===== src/rtl/cohack_pkg.sv =====
package cohack_pkg;

    typedef enum logic [1:0] {
        ST_INV = 2'd0,
        ST_SHR = 2'd1,
        ST_EXC = 2'd2,
        ST_MOD = 2'd3
    } line_state_e;

    typedef enum logic [1:0] {
        IV_SHARED = 2'd0,
        IV_EXCL   = 2'd1,
        IV_KILL   = 2'd2,
        IV_RSVD   = 2'd3
    } ivn_kind_e;

    typedef enum logic [1:0] {
        RK_ACK  = 2'd0,
        RK_ACKD = 2'd1,
        RK_NACK = 2'd2,
        RK_RSVD = 2'd3
    } rsp_kind_e;

    typedef enum logic [1:0] {
        PH_IDLE      = 2'd0,
        PH_COLLECT   = 2'd1,
        PH_WAIT_FILL = 2'd2,
        PH_REPLACE   = 2'd3
    } entry_phase_e;

    localparam int unsigned FILL_BEATS = 4;
    localparam int unsigned BEAT_W     = $clog2(FILL_BEATS + 1);

    // Outcome of judging one response against the home copy.
    typedef struct packed {
        logic known;       // request kind is defined
        logic accept;      // response counts as an ack
        logic instr_side;  // update targets the instruction side
    } verdict_t;

    function automatic logic is_ack_kind(rsp_kind_e k);
        return (k == RK_ACK) || (k == RK_ACKD);
    endfunction

endpackage


===== src/rtl/cohack_judge.sv =====
module cohack_judge
    import cohack_pkg::*;
(
    input  ivn_kind_e   kind,
    input  line_state_e rpt,
    input  line_state_e home,
    input  logic        instr,
    output verdict_t    verdict
);

    always_comb begin
        verdict = '0;
        case (kind)
            IV_SHARED: begin
                verdict.known      = 1'b1;
                verdict.accept     = (rpt == ST_EXC) || (rpt == ST_MOD);
                verdict.instr_side = 1'b0;
            end
            IV_EXCL: begin
                verdict.known      = 1'b1;
                verdict.accept     = (rpt == home) ||
                                     ((home == ST_EXC) && (rpt == ST_MOD));
                verdict.instr_side = instr;
            end
            IV_KILL: begin
                verdict.known      = 1'b1;
                verdict.accept     = (rpt == home);
                verdict.instr_side = instr;
            end
            default: verdict = '0;
        endcase
    end

endmodule


===== src/rtl/cohack_vectors.sv =====
module cohack_vectors #(
    parameter int unsigned NCPU  = 8,
    parameter int unsigned CPU_W = 3
) (
    input  logic                    clk,
    input  logic                    rst,
    input  logic                    clr,
    input  logic                    iss_valid,
    input  logic [CPU_W-1:0]        iss_cpu,
    input  logic                    iss_instr,
    input  logic                    upd_valid,
    input  logic [CPU_W-1:0]        upd_cpu,
    input  logic                    upd_instr,
    input  logic                    upd_accept,
    output logic [1:0][NCPU-1:0]    sent,
    output logic [1:0][NCPU-1:0]    acked
);

    // side index 1 = instruction, 0 = data
    for (genvar s = 0; s < 2; s++) begin : g_side
        for (genvar c = 0; c < NCPU; c++) begin : g_cpu
            logic iss_here;
            logic upd_here;

            assign iss_here = iss_valid && (iss_cpu == CPU_W'(c)) && (iss_instr == 1'(s));
            assign upd_here = upd_valid && (upd_cpu == CPU_W'(c)) && (upd_instr == 1'(s));

            always_ff @(posedge clk) begin
                if (rst || clr) begin
                    sent[s][c]  <= 1'b0;
                    acked[s][c] <= 1'b0;
                end else begin
                    if (upd_here && !upd_accept)
                        sent[s][c] <= 1'b0;
                    else if (iss_here)
                        sent[s][c] <= 1'b1;
                    if (upd_here && upd_accept)
                        acked[s][c] <= 1'b1;
                end
            end


            ack_rise_chk: assert property (@(posedge clk) disable iff (rst)
                $rose(acked[s][c]) |-> $past(upd_valid && upd_accept &&
                    (upd_cpu == CPU_W'(c)) && (upd_instr == 1'(s))));


            sent_fall_chk: assert property (@(posedge clk) disable iff (rst)
                $fell(sent[s][c]) |-> $past(clr || (upd_valid && !upd_accept &&
                    (upd_cpu == CPU_W'(c)) && (upd_instr == 1'(s)))));
        end
    end

endmodule


===== src/rtl/cohack_fill.sv =====
module cohack_fill
    import cohack_pkg::*;
(
    input  logic              clk,
    input  logic              rst,
    input  logic              clr,
    input  logic              fill_hit,
    output logic [BEAT_W-1:0] beats,
    output logic              go_replace
);

    always_ff @(posedge clk) begin
        if (rst) begin
            beats      <= '0;
            go_replace <= 1'b0;
        end else begin
            go_replace <= fill_hit;
            if (fill_hit)
                beats <= BEAT_W'(FILL_BEATS);
            else if (clr)
                beats <= '0;
        end
    end


    beats_loaded_chk: assert property (@(posedge clk) disable iff (rst)
        $past(fill_hit) |-> (beats == BEAT_W'(FILL_BEATS)) && go_replace);

endmodule


===== src/rtl/coh_ack_collector.sv =====
module coh_ack_collector
    import cohack_pkg::*;
#(
    parameter int unsigned NCPU       = 8,
    parameter int unsigned ADDR_W     = 32,
    parameter int unsigned LINE_BYTES = 32,
    localparam int unsigned CPU_W     = $clog2(NCPU),
    localparam int unsigned OFF_W     = $clog2(LINE_BYTES)
) (
    input  logic              clk,
    input  logic              rst,
    input  logic              clr,
    input  logic [1:0]        ivn_kind,
    input  logic [1:0]        ent_phase,
    input  logic [ADDR_W-1:0] ent_addr,
    input  logic [1:0]        home_state,
    input  logic              iss_valid,
    input  logic [CPU_W-1:0]  iss_cpu,
    input  logic              iss_instr,
    input  logic              rsp_valid,
    input  logic [1:0]        rsp_kind,
    input  logic [1:0]        rsp_state,
    input  logic [CPU_W-1:0]  rsp_cpu,
    input  logic              rsp_instr,
    input  logic [ADDR_W-1:0] rsp_addr,
    output logic [NCPU-1:0]   instr_sent,
    output logic [NCPU-1:0]   instr_ack,
    output logic [NCPU-1:0]   data_sent,
    output logic [NCPU-1:0]   data_ack,
    output logic              all_acked,
    output logic              dirty_set,
    output logic [BEAT_W-1:0] beat_cnt,
    output logic              go_replace
);

    entry_phase_e phase;
    line_state_e  rpt_st;
    verdict_t     verdict;
    logic         line_hit;
    logic         rsp_hit;
    logic         collect_hit;
    logic         fill_hit;
    logic [1:0][NCPU-1:0] sent_v;
    logic [1:0][NCPU-1:0] ack_v;

    assign phase  = entry_phase_e'(ent_phase);
    assign rpt_st = line_state_e'(rsp_state);

    // Line match ignores the byte-offset bits.
    assign line_hit    = (rsp_addr >> OFF_W) == (ent_addr >> OFF_W);
    assign rsp_hit     = rsp_valid && is_ack_kind(rsp_kind_e'(rsp_kind)) && line_hit;
    assign collect_hit = rsp_hit && (phase == PH_COLLECT);
    assign fill_hit    = rsp_hit && (phase == PH_WAIT_FILL);

    cohack_judge u_judge (
        .kind    (ivn_kind_e'(ivn_kind)),
        .rpt     (rpt_st),
        .home    (line_state_e'(home_state)),
        .instr   (rsp_instr),
        .verdict (verdict)
    );

    cohack_vectors #(
        .NCPU  (NCPU),
        .CPU_W (CPU_W)
    ) u_vec (
        .clk        (clk),
        .rst        (rst),
        .clr        (clr),
        .iss_valid  (iss_valid),
        .iss_cpu    (iss_cpu),
        .iss_instr  (iss_instr),
        .upd_valid  (collect_hit && verdict.known),
        .upd_cpu    (rsp_cpu),
        .upd_instr  (verdict.instr_side),
        .upd_accept (verdict.accept),
        .sent       (sent_v),
        .acked      (ack_v)
    );

    cohack_fill u_fill (
        .clk        (clk),
        .rst        (rst),
        .clr        (clr),
        .fill_hit   (fill_hit),
        .beats      (beat_cnt),
        .go_replace (go_replace)
    );

    always_ff @(posedge clk) begin
        if (rst)
            dirty_set <= 1'b0;
        else
            dirty_set <= collect_hit && verdict.known && (rpt_st == ST_MOD);
    end

    assign instr_sent = sent_v[1];
    assign instr_ack  = ack_v[1];
    assign data_sent  = sent_v[0];
    assign data_ack   = ack_v[0];
    assign all_acked  = &(~sent_v[1] | ack_v[1]) & &(~sent_v[0] | ack_v[0]);


    dirty_cause_chk: assert property (@(posedge clk) disable iff (rst)
        dirty_set |-> $past(rsp_valid) && ($past(rsp_state) == 2'd3) &&
                      ($past(ent_phase) == 2'd1));


    replace_cause_chk: assert property (@(posedge clk) disable iff (rst)
        go_replace |-> $past(rsp_valid) && ($past(ent_phase) == 2'd2));


    nack_quiet_chk: assert property (@(posedge clk) disable iff (rst)
        $past(!rsp_valid || rsp_kind[1]) |-> !dirty_set && !go_replace);


    miss_quiet_chk: assert property (@(posedge clk) disable iff (rst)
        ($past(rsp_addr >> OFF_W) != $past(ent_addr >> OFF_W)) && $past(!iss_valid && !clr)
            |-> $stable(instr_ack) && $stable(data_ack) && !dirty_set && !go_replace);

endmodule


===== config.mk =====
export PLATFORM = sky130hd
export DESIGN_NAME = coh_ack_collector
export DESIGN_NICKNAME = d
export VERILOG_FILES = /design/src/rtl/cohack_pkg.sv /design/src/rtl/cohack_judge.sv /design/src/rtl/cohack_vectors.sv /design/src/rtl/cohack_fill.sv /design/src/rtl/coh_ack_collector.sv
export SDC_FILE = /design/constraint.sdc
export NUM_CORES = 1
export LEC_CHECK = 0
export BUFFER_PORTS_ARGS = -buffer_cell sky130_fd_sc_hd__buf_2
export CAP_MARGIN = 0
export CORE_MARGIN = 2
export CORE_UTILIZATION = 40
export CTS_CLUSTER_SIZE = 25
export DETAILED_ROUTE_END_ITERATION = 12
export PLACE_DENSITY = 0.75
export SYNTH_ARGS = -nofsm -noshare
export SYNTH_HDL_FRONTEND = slang
export SYNTH_SLANG_ARGS = --single-unit

===== constraint.sdc =====
create_clock -name clk -period 2.3 [get_ports clk]
set_clock_uncertainty 0.1 [all_clocks]
set_input_delay 0.115 -clock clk [delete_from_list [all_inputs] [get_ports clk]]
set_output_delay 0.115 -clock clk [all_outputs]
set_load 0.05 [all_outputs]

* Yosys cells after proc, flatten, opt, wreduce, memory -nomap -nowiden
Index checks and enable logic that the tools add are counted.
** Cells by class
- Eq/ne operators :: 24
- Multiplexer cells :: 3
- Bitwise gates (word level) :: 7
- Reductions and logical operators :: 115
** Operator list (number)
- logical AND 1 bit :: 87
- OR reduction 2 bit :: 16
- equality test 27 bit :: 1
- equality test 3 bit (second input constant) :: 8
- NOT 8 bit :: 2
- bitwise OR 8 bit :: 2
- AND reduction 8 bit :: 2
- equality test 3 x 2 -> 1 bit (second input constant) :: 4
- equality test 2 bit (second input constant) :: 5
- case mux 3 bit (3 select lines) :: 1
- equality test 2 x 1 -> 1 bit (second input constant) :: 3
- equality test 3 x 1 -> 1 bit (second input constant) :: 2
- zero test 3 bit :: 2
- 2-to-1 mux 3 bit :: 2
- zero test 2 bit :: 2
- logical OR 1 bit :: 4
- equality test 2 bit :: 1
- NOT 1 bit :: 2
- nonzero test 2 bit :: 1
- AND 1 bit :: 1
- zero test 1 bit :: 1
** Storage, ports and cells
- Bits in registers :: 35
- Output and inout bits :: 38

* Logic depth before layout (Yosys ltp)
- Depth in word-level cells :: 10
- Depth in mapped cells :: 6
- Gate-level depth less buffers :: 5

* By module
From an unflattened synthesis, not the netlist that was laid out.
** Second synthesis, totals
- Cell total of the unflattened synthesis :: 219
- Area, all modules :: 1904.3 um^2
** By module, submodules not included
- cohack_vectors :: times used 1, cells each 128, area an instance 1256.2 um^2, seq. area each 640.6 um^2
- coh_ack_collector :: times used 1, cells each 70, area an instance 493.0 um^2, seq. area each 20.0 um^2
- cohack_fill :: times used 1, cells each 9, area an instance 81.3 um^2, seq. area each 40.0 um^2
- cohack_judge :: times used 1, cells each 12, area an instance 73.8 um^2, seq. area each 0.0 um^2

* Worst setup path after synthesis
OpenSTA, ideal clock, no wires.
- Path type :: reg2out
- Start :: register u_vec.acked[0] (netlist name)
- End :: output port all_acked
- Arrival :: 2.627 ns
- Data required time :: 2.085 ns
- Setup slack :: -0.542 ns
- Cell stages (with the launch flop) :: 5
- Path buffers :: 0
- Cell sequence :: dfxtp_1 inv_1 a221oi_1 nand2_1 nor4_1
** On the way
- Longest elaborated chain between the ends :: 3
** Ends and longest elaborated chain
- start: declaration :: RTL line cohack_vectors.sv:16 : output logic [1:0][NCPU-1:0] acked
- start signal: indexed assignment :: RTL line cohack_vectors.sv:31 : acked[s][c] <= 1'b0;
- start signal: indexed assignment :: RTL line cohack_vectors.sv:38 : acked[s][c] <= 1'b1;
- bitwise OR 8 bit :: RTL line coh_ack_collector.sv:101 : assign all_acked = &(~sent_v[1] | ack_v[1]) & &(~sent_v[0] | ack_v[0]);
- AND reduction 8 bit :: RTL line coh_ack_collector.sv:101
- AND 1 bit :: RTL line coh_ack_collector.sv:101
- end: declaration :: RTL line coh_ack_collector.sv:30 : output logic all_acked,
Every way passes these cells.

* Final worst setup path
- Start :: register u_vec.sent[1] (netlist name)
- End :: output port all_acked
** On the way
- Longest elaborated chain between the ends :: 4
** Ends and longest elaborated chain
- start: declaration :: RTL line cohack_vectors.sv:15 : output logic [1:0][NCPU-1:0] sent,
- start signal: indexed assignment :: RTL line cohack_vectors.sv:30 : sent[s][c] <= 1'b0;
- start signal: indexed assignment :: RTL line cohack_vectors.sv:34 : sent[s][c] <= 1'b0;
- start signal: indexed assignment :: RTL line cohack_vectors.sv:36 : sent[s][c] <= 1'b1;
- NOT 8 bit :: RTL line coh_ack_collector.sv:101
- bitwise OR 8 bit :: RTL line coh_ack_collector.sv:101
- AND reduction 8 bit :: RTL line coh_ack_collector.sv:101
- AND 1 bit :: RTL line coh_ack_collector.sv:101
Every way passes these cells.

==> impl_results.md <==
- Top-count cell post-synth: sky130_fd_sc_hd__nand2_1
- Standard-cell rows: 26
- Placeable core region: 5040 sq um
- Post-synthesis to final-layout area growth: 37.7%
- Hold/Removal Path Class: in2reg
- Cell area after placement: roughly 2700 sq um
- CTS Buf Count: 5
- Number of enable-type register cells in the synthesized netlist: 0
- Detailed router's first-iteration violation count: approximately 130
- Grt total ovfl: 0
- Clock-pin slew of the registers on the worst-case setup and hold paths: ~0.07 ns
- Worst hold path cell count: 3
- Critical Setup Path Class: reg2out
- Antenna Nets Post-Route: 0
- Total leakage power: between 1 and 1.5 nW
- Unrepaired setup endpoints after global routing: false
- Rel. slew slack: 0.597
- Switching share of power: 0.240
- Number of diodes: 0
- Number of DRC violations after detailed routing: 0
- Maximum net fanout on the critical path: 3
- Sequential cell area fraction in the yosys report: 0.338
- Endpoint class of the critical path: primary output
- Worst path required time: 2.09 ns
- Number of buffers inserted by hold repair at cts: 0
- Cell type with the highest aggregate area in the netlist: sky130_fd_sc_hd__dfxtp_1
- Clock sinks: 35
- TritonCTS clock tree: built
- Die H: ~76 um
- PortBufs: ~110
- Gpl congestion: between 0.9 and 1
- Final worst-path setup slack: 0.378 ns
- Distinct cell type count after synthesis: between 40 and 50
- R2r worst-path depth: 4
- Launch instance of the worst register-to-register path: u_vec.sent[6]$_SDFFE_PP0P_
- Endpoint of the worst hold-timing path: dirty_set$_SDFF_PP0_
- Routed length per instance: 12.7 um
- Count of filler cells inserted in the layout: ~470
- Post-Syn Area: 2070 sq um
- Share of final-layout standard cells stronger than drive strength 1: 0.350
- Data arrival time at the worst-slack endpoint: ~1.7 ns
- Clock tree buffer depth: 2
- Per-cell via count in the routed design: just over 5
- Via count: between 2k and 2.5k
- Clock share of power: 0.433
- Horiz. Die Dim: between 70 and 80 um
- Synthesized area per cell: between 7 and 8 sq um
- Most used flip-flop cell after synthesis: sky130_fd_sc_hd__dfxtp_1
- Most numerous cell types in the synthesized netlist: sky130_fd_sc_hd__nand2_1 (38), sky130_fd_sc_hd__dfxtp_1 (35), sky130_fd_sc_hd__o21ai_0 (24)
- Worst vdd ir: 0.261 mV
- Final count of pins violating max slew: 0
- DP HPWL: 4920 um
- Post-Layout Inst Area: 2860 sq um
- Ports placed on the boundary: around 130
- First-pass iteration count of the detailed router: 4
- Run status: finished clean
- Pin count of the biggest net entering global routing: 34
- Clock root cell: sky130_fd_sc_hd__clkbuf_8
- Share of Yosys cell area claimed by the top area cell type: 0.338
- Power per cell area: approximately 530 nW/um^2
- Launch instance of the worst min-delay path: rsp_state[1]
- Slew at the pin closest to its max-slew limit: about 0.6 ns
- Fmax achieved: roughly 520 MHz
- Fraction of registers with async set/reset: 0
- Total of cells resized after clock tree synthesis: 0
- Layout net count: 480
- Setup TNS Final: 0 ns
- Initial cell density of the core: 0.411
- Buffers inserted by post-CTS timing repair: 0
- First-pass GRT wire length: just under 10000 um
- Worst hold slack after final layout: between 0.004 and 0.005 ns
- Number of failing hold endpoints at the final stage: 0
- Area enclosed by the die boundary: 5780 sq um
- Clock latency reported for the late side of the worst-skew pair: about 0.30 ns
- Critical R2R Capture: u_vec.sent[6]$_SDFFE_PP0P_
- Syn Inst Count: between 200 and 300
- Global-route total usage across every layer: 0.210
- Power Internal: between 1 and 1.5 mW
- Max Cap Violations: 0
- Pre-CTS setup slack: around 0.18 ns
- Worst setup slack for register-to-register paths: 1.48 ns
- Ranking of synthesized cells by area: sky130_fd_sc_hd__dfxtp_1 (34%), sky130_fd_sc_hd__nand2_1 (6.9%), sky130_fd_sc_hd__o21ai_0 (5.8%)
- Launching element type of the critical path: flop
- Routed WL: 5900 um
- Count of endpoints failing setup in the final report: 0
- Combinational Power Share: 0.165
- Seq pwr share: 0.403
- Final cycle utilization of the critical path: 0.836
- Yosys Warn Count: 0
- Htree depth: 2
- Switching power: 364 uW
- Vias in the first global route: 2240
- Number of register bits inferred by synthesis: 35
- Number of antenna violations at the first check in global routing: 0
- Tmin final: roughly 1.9 ns
## flip-flops by register name (all words and copies together), names as in the netlist
signal	count
u_vec.acked	16
dirty_set	1
u_fill.go_replace	1
u_vec.sent	16
u_fill.beats	1
## layout make-up
class                   instances  area (sq um)  area share
multi-input cells             212          1250       0.438
flip-flops and latches         35           701       0.245
repair buffers                117           601       0.210
well taps                      70          87.6      0.0307
inverters                      22          82.6      0.0289
clock buffers                   6          72.6      0.0254
clock inverters                 2          60.1      0.0210
## metrics by stage
stage,instances,power [mW],util
final,464,1.51,0.567
after global routing,464,1.58,0.567
after CTS,464,1.52,0.567
after detailed placement,456,0.874,0.540
after global placement,456,0.869,0.540
after floorplan,278,0.765,-
## cell usage in the layout (no fill, tap or decap), types with 2 or more instances in the layout
master and instances:
sky130_fd_sc_hd__or4_1 2, sky130_fd_sc_hd__nor2b_1 8, sky130_fd_sc_hd__nand3b_1 3, sky130_fd_sc_hd__o22ai_1 4, sky130_fd_sc_hd__and4_1 2, sky130_fd_sc_hd__a21oi_1 18
sky130_fd_sc_hd__inv_1 22, sky130_fd_sc_hd__nand4_1 6, sky130_fd_sc_hd__conb_1 2, sky130_fd_sc_hd__nand2_1 38, sky130_fd_sc_hd__buf_4 6, sky130_fd_sc_hd__dfxtp_1 35
sky130_fd_sc_hd__xor2_1 9, sky130_fd_sc_hd__nor4_1 6, sky130_fd_sc_hd__buf_2 111, sky130_fd_sc_hd__nor3_1 6, sky130_fd_sc_hd__nand3_1 7, sky130_fd_sc_hd__nor4_2 2
sky130_fd_sc_hd__nor2_1 19, sky130_fd_sc_hd__o21ai_0 24, sky130_fd_sc_hd__nand2b_1 16, sky130_fd_sc_hd__xnor2_1 12, sky130_fd_sc_hd__o21ai_2 8, sky130_fd_sc_hd__or4_4 2
sky130_fd_sc_hd__a221oi_1 2, sky130_fd_sc_hd__o221ai_1 2, sky130_fd_sc_hd__bufinv_16 2, sky130_fd_sc_hd__clkbuf_8 5
## power groups by stage
stage	combinational, mW	clock [mW]	sequential, mW
floorplan	0.133	0	0.631
global placement	0.246	0	0.624
detailed placement	0.250	0	0.624
CTS	0.251	0.664	0.610
global route	0.274	0.699	0.610
finish	0.249	0.655	0.610
## per-layer routing
layer  vias to the layer above  global-route usage  routed length [um]
met1                      1049               0.236                2390
li1                       1193                   -                   -
met4                         0              0.0745                  72
met5                         -                   0                   0
met3                         6              0.0462                 426
met2                        99               0.390                3010
## worst max-delay path: stages (launching register included)
cell                       delay (ns)
sky130_fd_sc_hd__dfxtp_1         0.34
sky130_fd_sc_hd__inv_1           0.06
sky130_fd_sc_hd__o22ai_1         0.08
sky130_fd_sc_hd__a221oi_1        0.26
sky130_fd_sc_hd__nand2_1         0.11
sky130_fd_sc_hd__nor4_2          0.26
sky130_fd_sc_hd__buf_2           0.30
## worst max path at each step
stage | start | to | cells past startpoint
2_1_floorplan | u_vec.acked[0]$_SDFFE_PP0P_ | all_acked | 4
3_3_place_gp | ent_addr[7] | u_vec.acked[15]$_SDFFE_PP0P_ | 6
3_5_place_dp | rsp_addr[20] | u_vec.acked[7]$_SDFFE_PP0P_ | 6
4_1_cts | u_vec.sent[4]$_SDFFE_PP0P_ | all_acked | 6
5_1_grt | u_vec.sent[4]$_SDFFE_PP0P_ | all_acked | 6
6_report | u_vec.sent[1]$_SDFFE_PP0P_ | all_acked | 6
## logic make-up (layout without fill, tap and decap cells)
family,after synthesis,in the layout,synth area share
other cells,1,2,0.00181
xor+xnor,21,21,0.0887
flops,35,35,0.338
simple gates,123,123,0.312
compound gates,66,66,0.196
buf+inv,31,147,0.0633
(Power assumes the default switching activity.)
